$ cat src/rtl/sys_ctl_pkg.sv
package sys_ctl_pkg;
  localparam int DATA_W = 8;
  localparam int MODE_W = 3;

  // Bit positions in the status byte and the write byte.
  localparam int BIT_GATE    = 0;
  localparam int BIT_DATAEN  = 1;
  localparam int BIT_REFRESH = 4;
  localparam int BIT_OUT     = 5;

  typedef struct packed {
    logic wrCtl;
    logic rdStat;
  } ctlStrobes_t;

  // Modes that restart counting on a gate rising edge (6/7 alias 2/3).
  function automatic logic edgeRestartMode(input logic [MODE_W-1:0] m);
    return (m != 3'd0) && (m != 3'd4);
  endfunction
endpackage

$ cat src/rtl/sys_ctl_refresh.sv
module sys_ctl_refresh #(
  parameter int REFRESH_HALF = 1500
) (
  input  logic clk,
  input  logic rstN,
  output logic refreshBit
);
  localparam int CNT_W = (REFRESH_HALF > 2) ? $clog2(REFRESH_HALF) : 1;
  localparam logic [CNT_W-1:0] LAST = CNT_W'(REFRESH_HALF - 1);

  logic [CNT_W-1:0] divCnt;

  always_ff @(posedge clk) begin
    if (!rstN) begin
      divCnt     <= '0;
      refreshBit <= 1'b0;
    end else if (divCnt == LAST) begin
      divCnt     <= '0;
      refreshBit <= ~refreshBit;
    end else begin
      divCnt <= divCnt + 1'b1;
    end
  end
endmodule

$ cat src/rtl/sys_ctl_ctrl.sv
module sys_ctl_ctrl
  import sys_ctl_pkg::*;
(
  input  logic        wrEn,
  input  logic        rdEn,
  output ctlStrobes_t strb
);
  always_comb begin
    strb.wrCtl  = wrEn;
    strb.rdStat = rdEn;
  end
endmodule

$ cat src/rtl/sys_ctl_datapath.sv
module sys_ctl_datapath
  import sys_ctl_pkg::*;
(
  input  logic              clk,
  input  logic              rstN,
  input  ctlStrobes_t       strb,
  input  logic [DATA_W-1:0] wrData,
  input  logic [MODE_W-1:0] chMode,
  input  logic              chOut,
  input  logic              refreshBit,
  output logic              gateReg,
  output logic              dataEnReg,
  output logic              retrigPulse,
  output logic [DATA_W-1:0] statusReg
);
  logic [DATA_W-1:0] statusNext;
  logic              riseNext;

  always_comb begin
    statusNext              = '0;
    statusNext[BIT_GATE]    = gateReg;
    statusNext[BIT_DATAEN]  = dataEnReg;
    statusNext[BIT_REFRESH] = refreshBit;
    statusNext[BIT_OUT]     = chOut;
    riseNext = strb.wrCtl & wrData[BIT_GATE] & ~gateReg & edgeRestartMode(chMode);
  end

  always_ff @(posedge clk) begin
    if (!rstN) begin
      gateReg     <= 1'b0;
      dataEnReg   <= 1'b0;
      retrigPulse <= 1'b0;
      statusReg   <= '0;
    end else begin
      retrigPulse <= riseNext;
      if (strb.wrCtl) begin
        gateReg   <= wrData[BIT_GATE];
        dataEnReg <= wrData[BIT_DATAEN];
      end
      if (strb.rdStat) statusReg <= statusNext;
    end
  end
endmodule

$ cat src/rtl/sys_ctl_port.sv
module sys_ctl_port
  import sys_ctl_pkg::*;
#(
  parameter int REFRESH_HALF = 1500
) (
  input  logic       clk,
  input  logic       rstN,
  input  logic       wrEn,
  input  logic       rdEn,
  input  logic [7:0] wrData,
  output logic [7:0] rdData,
  input  logic [2:0] tmr2Mode,
  input  logic       tmr2Out,
  output logic       gate0,
  output logic       gate1,
  output logic       gate2,
  output logic       spkDataEn,
  output logic       retrig2
);
  ctlStrobes_t strb;
  logic        refreshBit;

  assign gate0 = 1'b1;
  assign gate1 = 1'b1;

  sys_ctl_ctrl u_ctrl (.wrEn(wrEn), .rdEn(rdEn), .strb(strb));

  sys_ctl_refresh #(.REFRESH_HALF(REFRESH_HALF)) u_refresh (
    .clk(clk), .rstN(rstN), .refreshBit(refreshBit));

  sys_ctl_datapath u_dp (
    .clk(clk), .rstN(rstN), .strb(strb), .wrData(wrData),
    .chMode(tmr2Mode), .chOut(tmr2Out), .refreshBit(refreshBit),
    .gateReg(gate2), .dataEnReg(spkDataEn), .retrigPulse(retrig2),
    .statusReg(rdData));
endmodule

$ cat config.mk
export PLATFORM = sky130hd
export DESIGN_NAME = sys_ctl_port
export DESIGN_NICKNAME = d
export VERILOG_FILES = /design/src/rtl/sys_ctl_pkg.sv /design/src/rtl/sys_ctl_refresh.sv /design/src/rtl/sys_ctl_ctrl.sv /design/src/rtl/sys_ctl_datapath.sv /design/src/rtl/sys_ctl_port.sv
export SDC_FILE = /design/constraint.sdc
export NUM_CORES = 1
export LEC_CHECK = 0
export BUFFER_PORTS_ARGS = -buffer_cell sky130_fd_sc_hd__buf_2
export CAP_MARGIN = 20
export CORE_MARGIN = 2
export CORE_UTILIZATION = 45
export CTS_BUF_LIST = sky130_fd_sc_hd__clkbuf_8
export DETAILED_ROUTE_END_ITERATION = 16
export PLACE_DENSITY = 0.73
export REMOVE_ABC_BUFFERS = 1
export SYNTH_ARGS = -nofsm -noshare
export SYNTH_HDL_FRONTEND = slang
export SYNTH_SLANG_ARGS = --single-unit
$ cat constraint.sdc
create_clock -name clk -period 3.5 [get_ports clk]
set_clock_uncertainty 0.15 [all_clocks]
set_input_delay 0.7 -clock clk [delete_from_list [all_inputs] [get_ports clk]]
set_output_delay 0.7 -clock clk [all_outputs]
set_load 0.01 [all_outputs]
# Word-level counts from Yosys, hierarchy flattened
# Cells that the tools add are included.
# W data, S select, Z words.
[classes]
bitwise_logic = 6
n_addsub = 1
n_reduce_logical = 3
eq_ne = 2
[op_table]
columns = ["operator", "count"]
rows = [
  ["$add A11 B1 Y11 const B", 1],
  ["$eq A11 B11 Y1 const B", 1],
  ["$and A1 B1 Y1", 3],
  ["$ne A3 B3 Y1 const B", 1],
  ["$not A1 Y1", 3],
  ["$reduce_bool A3 Y1", 1],
  ["$reduce_or A2 Y1", 1],
  ["$logic_and A1 B1 Y1", 1],
]
[totals]
in_bits = 16
output_inout_bits = 13
elab_cells = 18
reg_bits = 19

# Longest topological paths before layout
[depth]
depth_word = 3
ltp_mapped = 5
mapped_depth_nobuf = 4

# Cells and area by module
# A second synthesis with hierarchy kept.
[unflattened]
hier_cells = 89
hier_area_um2 = 873.3
[by_module_without_submodules]
columns = ["mod", "instances", "seq_area_each_um2", "cells_per_inst", "area_each_um2"]
rows = [
  ["sys_ctl_refresh", 1, 240.2, 56, 540.5],
  ["sys_ctl_datapath", 1, 140.1, 28, 299.0],
  ["sys_ctl_port", 1, 0.0, 3, 18.8],
  ["sys_ctl_ctrl", 1, 0.0, 2, 15.0],
]

# Worst setup path after synthesis
# OpenSTA, ideal clock, no wires.
[synth_path]
kind = "flip-flop to flip-flop"
start = "reg u_refresh.divCnt[0]"
end = "reg u_refresh.divCnt[10]"
arrival_time_ns = 1.279
path_stages_with_launch = 5
t_required_ns = 3.280
setup_time_ns = 0.070
setup_slack_ns = 2.002
synth_period_minus_slack_ns = 1.498
cell_sequence = "dfxtp_1 -> ha_1 -> nand2_1 -> or4_1 -> a21oi_1"
[synth_between]
elab_chain_cells = 2
word_cells_on_any_way = 3
cone_classes = "add/sub: 1; eq/ne: 1; reduce/logical: 1"
[synth_rtl]
columns = ["item", "line_no", "text"]
rows = [
  ["start: declaration", "sys_ctl_refresh.sv:11", "logic [CNT_W-1:0] divCnt;"],
  ["start signal: assignment", "sys_ctl_refresh.sv:21", "divCnt <= divCnt + 1'b1;"],
  ["branches (longest 2 deep; another with $add A11 B1 Y11)", "n/a", ""],
]
# Several ways; the timed one is not identified.
# A chain may end at the register's enable or synchronous reset.

# Worst setup path after layout
# Ends and elaborated chain as after synthesis.

==> results.json <==
{
  "cts_tree": "done",
  "postSynthRegisterBits": 19,
  "fin_setup_tns_ps": 0,
  "power.combinational.fraction_pct": 7.2,
  "die_w_um": 46.7,
  "post_cts_hold_buffer_count": 0,
  "r2r_slack_ps": 1880,
  "path_clk_slew_ps": 70,
  "achievable_clock_frequency_ghz": 0.617,
  "avgViaCountPerCell": 4.97,
  "fillCellCount": 171,
  "route.detailed.drc": 0,
  "utilization_after_layout_pct": 54.4,
  "final.min_clock_period_ps": 1620,
  "ant_nets": 0,
  "post_cts_resize_count": 0,
  "routabilityCongestion": 0.692,
  "hold_slack_ps": 301,
  "seq_area_frac_synth_pct": 46.4,
  "cellPowerDensity_mw_per_mm2": 425,
  "wl_per_cell_um": 10.3,
  "r2r-start": "u_refresh.divCnt[0]$_SDFF_PP0_",
  "design_area_um2": 940,
  "synth_to_layout_area_growth_pct": 14.7,
  "number_of_top_level_design_ports": 29,
  "power.total_uw": 400,
  "worstSetupEndpointType": "register",
  "die_area_mm2": 0.00218,
  "post-cts-setup-buffer-count": 0,
  "cp_data_required_time_ps": 3540,
  "initialDrtViolationCount": 12,
  "drt-pass1-iter-count": 4,
  "cts.htree.levels": 1,
  "clk-insertion-delay-late_ps": 250,
  "whs_path_depth": 1,
  "total_half_perimeter_wirelength_after_legalization_and_detailed_placement_um": 944,
  "floorplan.initialDensity_pct": 47.5,
  "post-route-period-util_pct": 46.3,
  "sw_frac_of_total_pct": 21.6,
  "intPower_uw": 314,
  "cts_sinks": 19,
  "crit_path_start_kind": "register",
  "synthesis.area_um2": 820,
  "switchingPower_uw": 86.2,
  "hold_end": "u_refresh.divCnt[0]$_SDFF_PP0_",
  "critical_path.reg2reg.endpoint": "u_refresh.divCnt[10]$_SDFF_PP0_",
  "first_global_vias": 501,
  "synthCells": 87,
  "vias": 636,
  "path_class": "register to register",
  "drv.max_cap_violation_count": 0,
  "die_y_um": 46.7,
  "min-delay-start": "u_refresh.divCnt[0]$_SDFF_PP0_",
  "yosys.cell_types.count": 27,
  "vdd_ir_drop_max_mv": 0.241,
  "worst-r2r-cell-count": 4,
  "rsz0062_at_grt": "no",
  "row_count": 15,
  "grt.overflow.total": 0,
  "yosys_warnings": 0,
  "cts.root.buffer_cell": "clkbuf_8",
  "antenna_violations_before_repair": 0,
  "clock_power_share_pct": 36.2,
  "hold_path.class": "register to register",
  "layout.nets": 121,
  "final_hold_viol_count": 0,
  "grt.total_usage_pct": 14.3,
  "crit_path_max_fanout": 6,
  "post_synth.cell_area_avg_um2": 9.42,
  "placed_instance_area_um2": 895,
  "grt_pass1_wl_um": 2110,
  "drive_gt1_share_pct": 20.4,
  "clk_path_buf_depth": 2,
  "io_buffer_count": 15,
  "seq_power_share_pct": 56.6,
  "routed_wirelength_um": 1320,
  "outcome": "finished clean",
  "maximum_number_of_pins_on_one_net_before_global_route_repair": 12,
  "worstPathArrival_ps": 1660,
  "p_leak_nw": 0.374,
  "inserted_clock_buffers": 3,
  "final_max_slew_viol_count": 0,
  "core_area_mm2": 0.00173,
  "setup_viol_count_final": 0,
  "n_antenna_cell": 0
}
==> routing by layer <==
metal / vias to the layer above / share of wire [%] / track usage [%]
met5: - / 0 / 0
met3: 2 / 6.7 / 3.53
met1: 281 / 49 / 18.7
li1: 329 / - / -
met4: 0 / 0.68 / 10.0
met2: 24 / 43 / 20.3
==> kinds of logic (layout without fill, tap and decap cells) <==
logic type / Yosys count / in the layout / synth area share, %
flops: 19 / 19 / 46.4
xor+xnor: 3 / 3 / 3.21
simple gates: 32 / 32 / 22.6
compound gates: 16 / 16 / 12.2
mux: 5 / 5 / 6.11
fa+ha+maj: 1 / 1 / 1.53
other cells: 2 / 6 / 0.916
buf+inv: 9 / 21 / 7.02
==> area by class of cell <==
| class | instances | area (um2) | area share (%) |
|---|---|---|---|
| Multi-Input combinational cell | 63 | 397 | 42.2 |
| Sequential cell | 19 | 380 | 40.5 |
| Timing Repair Buffer | 16 | 82.6 | 8.79 |
| Clock buffer | 3 | 41.3 | 4.39 |
| Tap cell | 25 | 31.3 | 3.33 |
| Clock inverter | 1 | 3.75 | 0.399 |
| Inverter | 1 | 3.75 | 0.399 |
==> worst max-delay path by stage <==
stage,startpoint,slack (ps),endpoint,depth (start not counted)
floorplan,u_refresh.divCnt[0]$_SDFF_PP0_,1670,u_refresh.divCnt[2]$_SDFF_PP0_,4
global placement,u_refresh.divCnt[0]$_SDFF_PP0_,1910,u_refresh.divCnt[10]$_SDFF_PP0_,4
detailed placement,u_refresh.divCnt[0]$_SDFF_PP0_,1890,u_refresh.divCnt[10]$_SDFF_PP0_,4
CTS,u_dp.gateReg$_SDFFE_PN0P_,1870,gate2,1
global route,u_refresh.divCnt[0]$_SDFF_PP0_,1770,u_refresh.divCnt[10]$_SDFF_PP0_,4
finish,u_refresh.divCnt[0]$_SDFF_PP0_,1880,u_refresh.divCnt[10]$_SDFF_PP0_,4
==> through the flow <==
step / cells / worst slack, ps
after floorplan: 83 / 1670
after global placement: 124 / 1910
after detailed placement: 124 / 1890
after CTS: 128 / 1870
after global routing: 128 / 1770
final: 128 / 1880
==> Yosys cell counts (all sizes together) <==
cell	count	share of area (%)
xnor2	1	1.1
ha	1	1.5
dfxtp	19	46
nand3	4	2.4
nand4	1	0.76
mux2i	5	6.1
o31ai	6	5.5
conb	2	0.92
nand2	5	2.3
or3b	1	1.4
nand2b	1	0.76
a21boi	2	1.8
inv	1	0.46
or3	2	1.7
a21oi	6	3.7
xor2	2	2.1
nand4b	1	1.1
nor2b	5	3.8
nor4b	1	1.1
o21ai	2	1.2
nor2	6	2.7
clkbuf	1	0.46
buf	7	6.1
or4	5	4.6
==> flip-flops by register name, summed over array words and instances, names as in the netlist <==
| name | flops |
|---|---|
| u_dp.gateReg | 1 |
| u_dp.dataEnReg | 1 |
| u_dp.statusReg | 4 |
| u_refresh.refreshBit | 1 |
| u_refresh.divCnt | 11 |
| u_dp.retrigPulse | 1 |
==> cell usage in the layout, fill, tap and decap left out <==
master and n:
a21boi_0 1, a21boi_1 1, a21oi_1 6, buf_2 15
buf_4 1, clkbuf_8 3, conb_1 6, dfxtp_1 19
ha_1 1, inv_1 2, mux2i_1 5, nand2_1 5
nand2b_1 1, nand3_1 4, nand4_1 1, nand4b_1 1
nor2_1 6, nor2b_1 5, nor4b_1 1, o21ai_0 2
o31ai_1 6, or3_1 1, or3_2 1, or3b_4 1
or4_1 5, xnor2_1 1, xor2_1 2
==> worst max-delay path, cell delays in order (launching register included) <==
cell	delay, ps
dfxtp_1	350
ha_1	240
nand2_1	150
or4_1	520
a21oi_1	150
==> power by group through the flow <==
stage / clock [mW] / combinational (mW) / sequential, mW
after floorplan: 0 / 0.0153 / 0.232
after global placement: 0 / 0.0285 / 0.231
after detailed placement: 0 / 0.0287 / 0.231
after CTS: 0.152 / 0.0289 / 0.226
after global routing: 0.161 / 0.0331 / 0.227
final: 0.145 / 0.0288 / 0.226
Note: power is estimated with default switching activity, not from simulation.
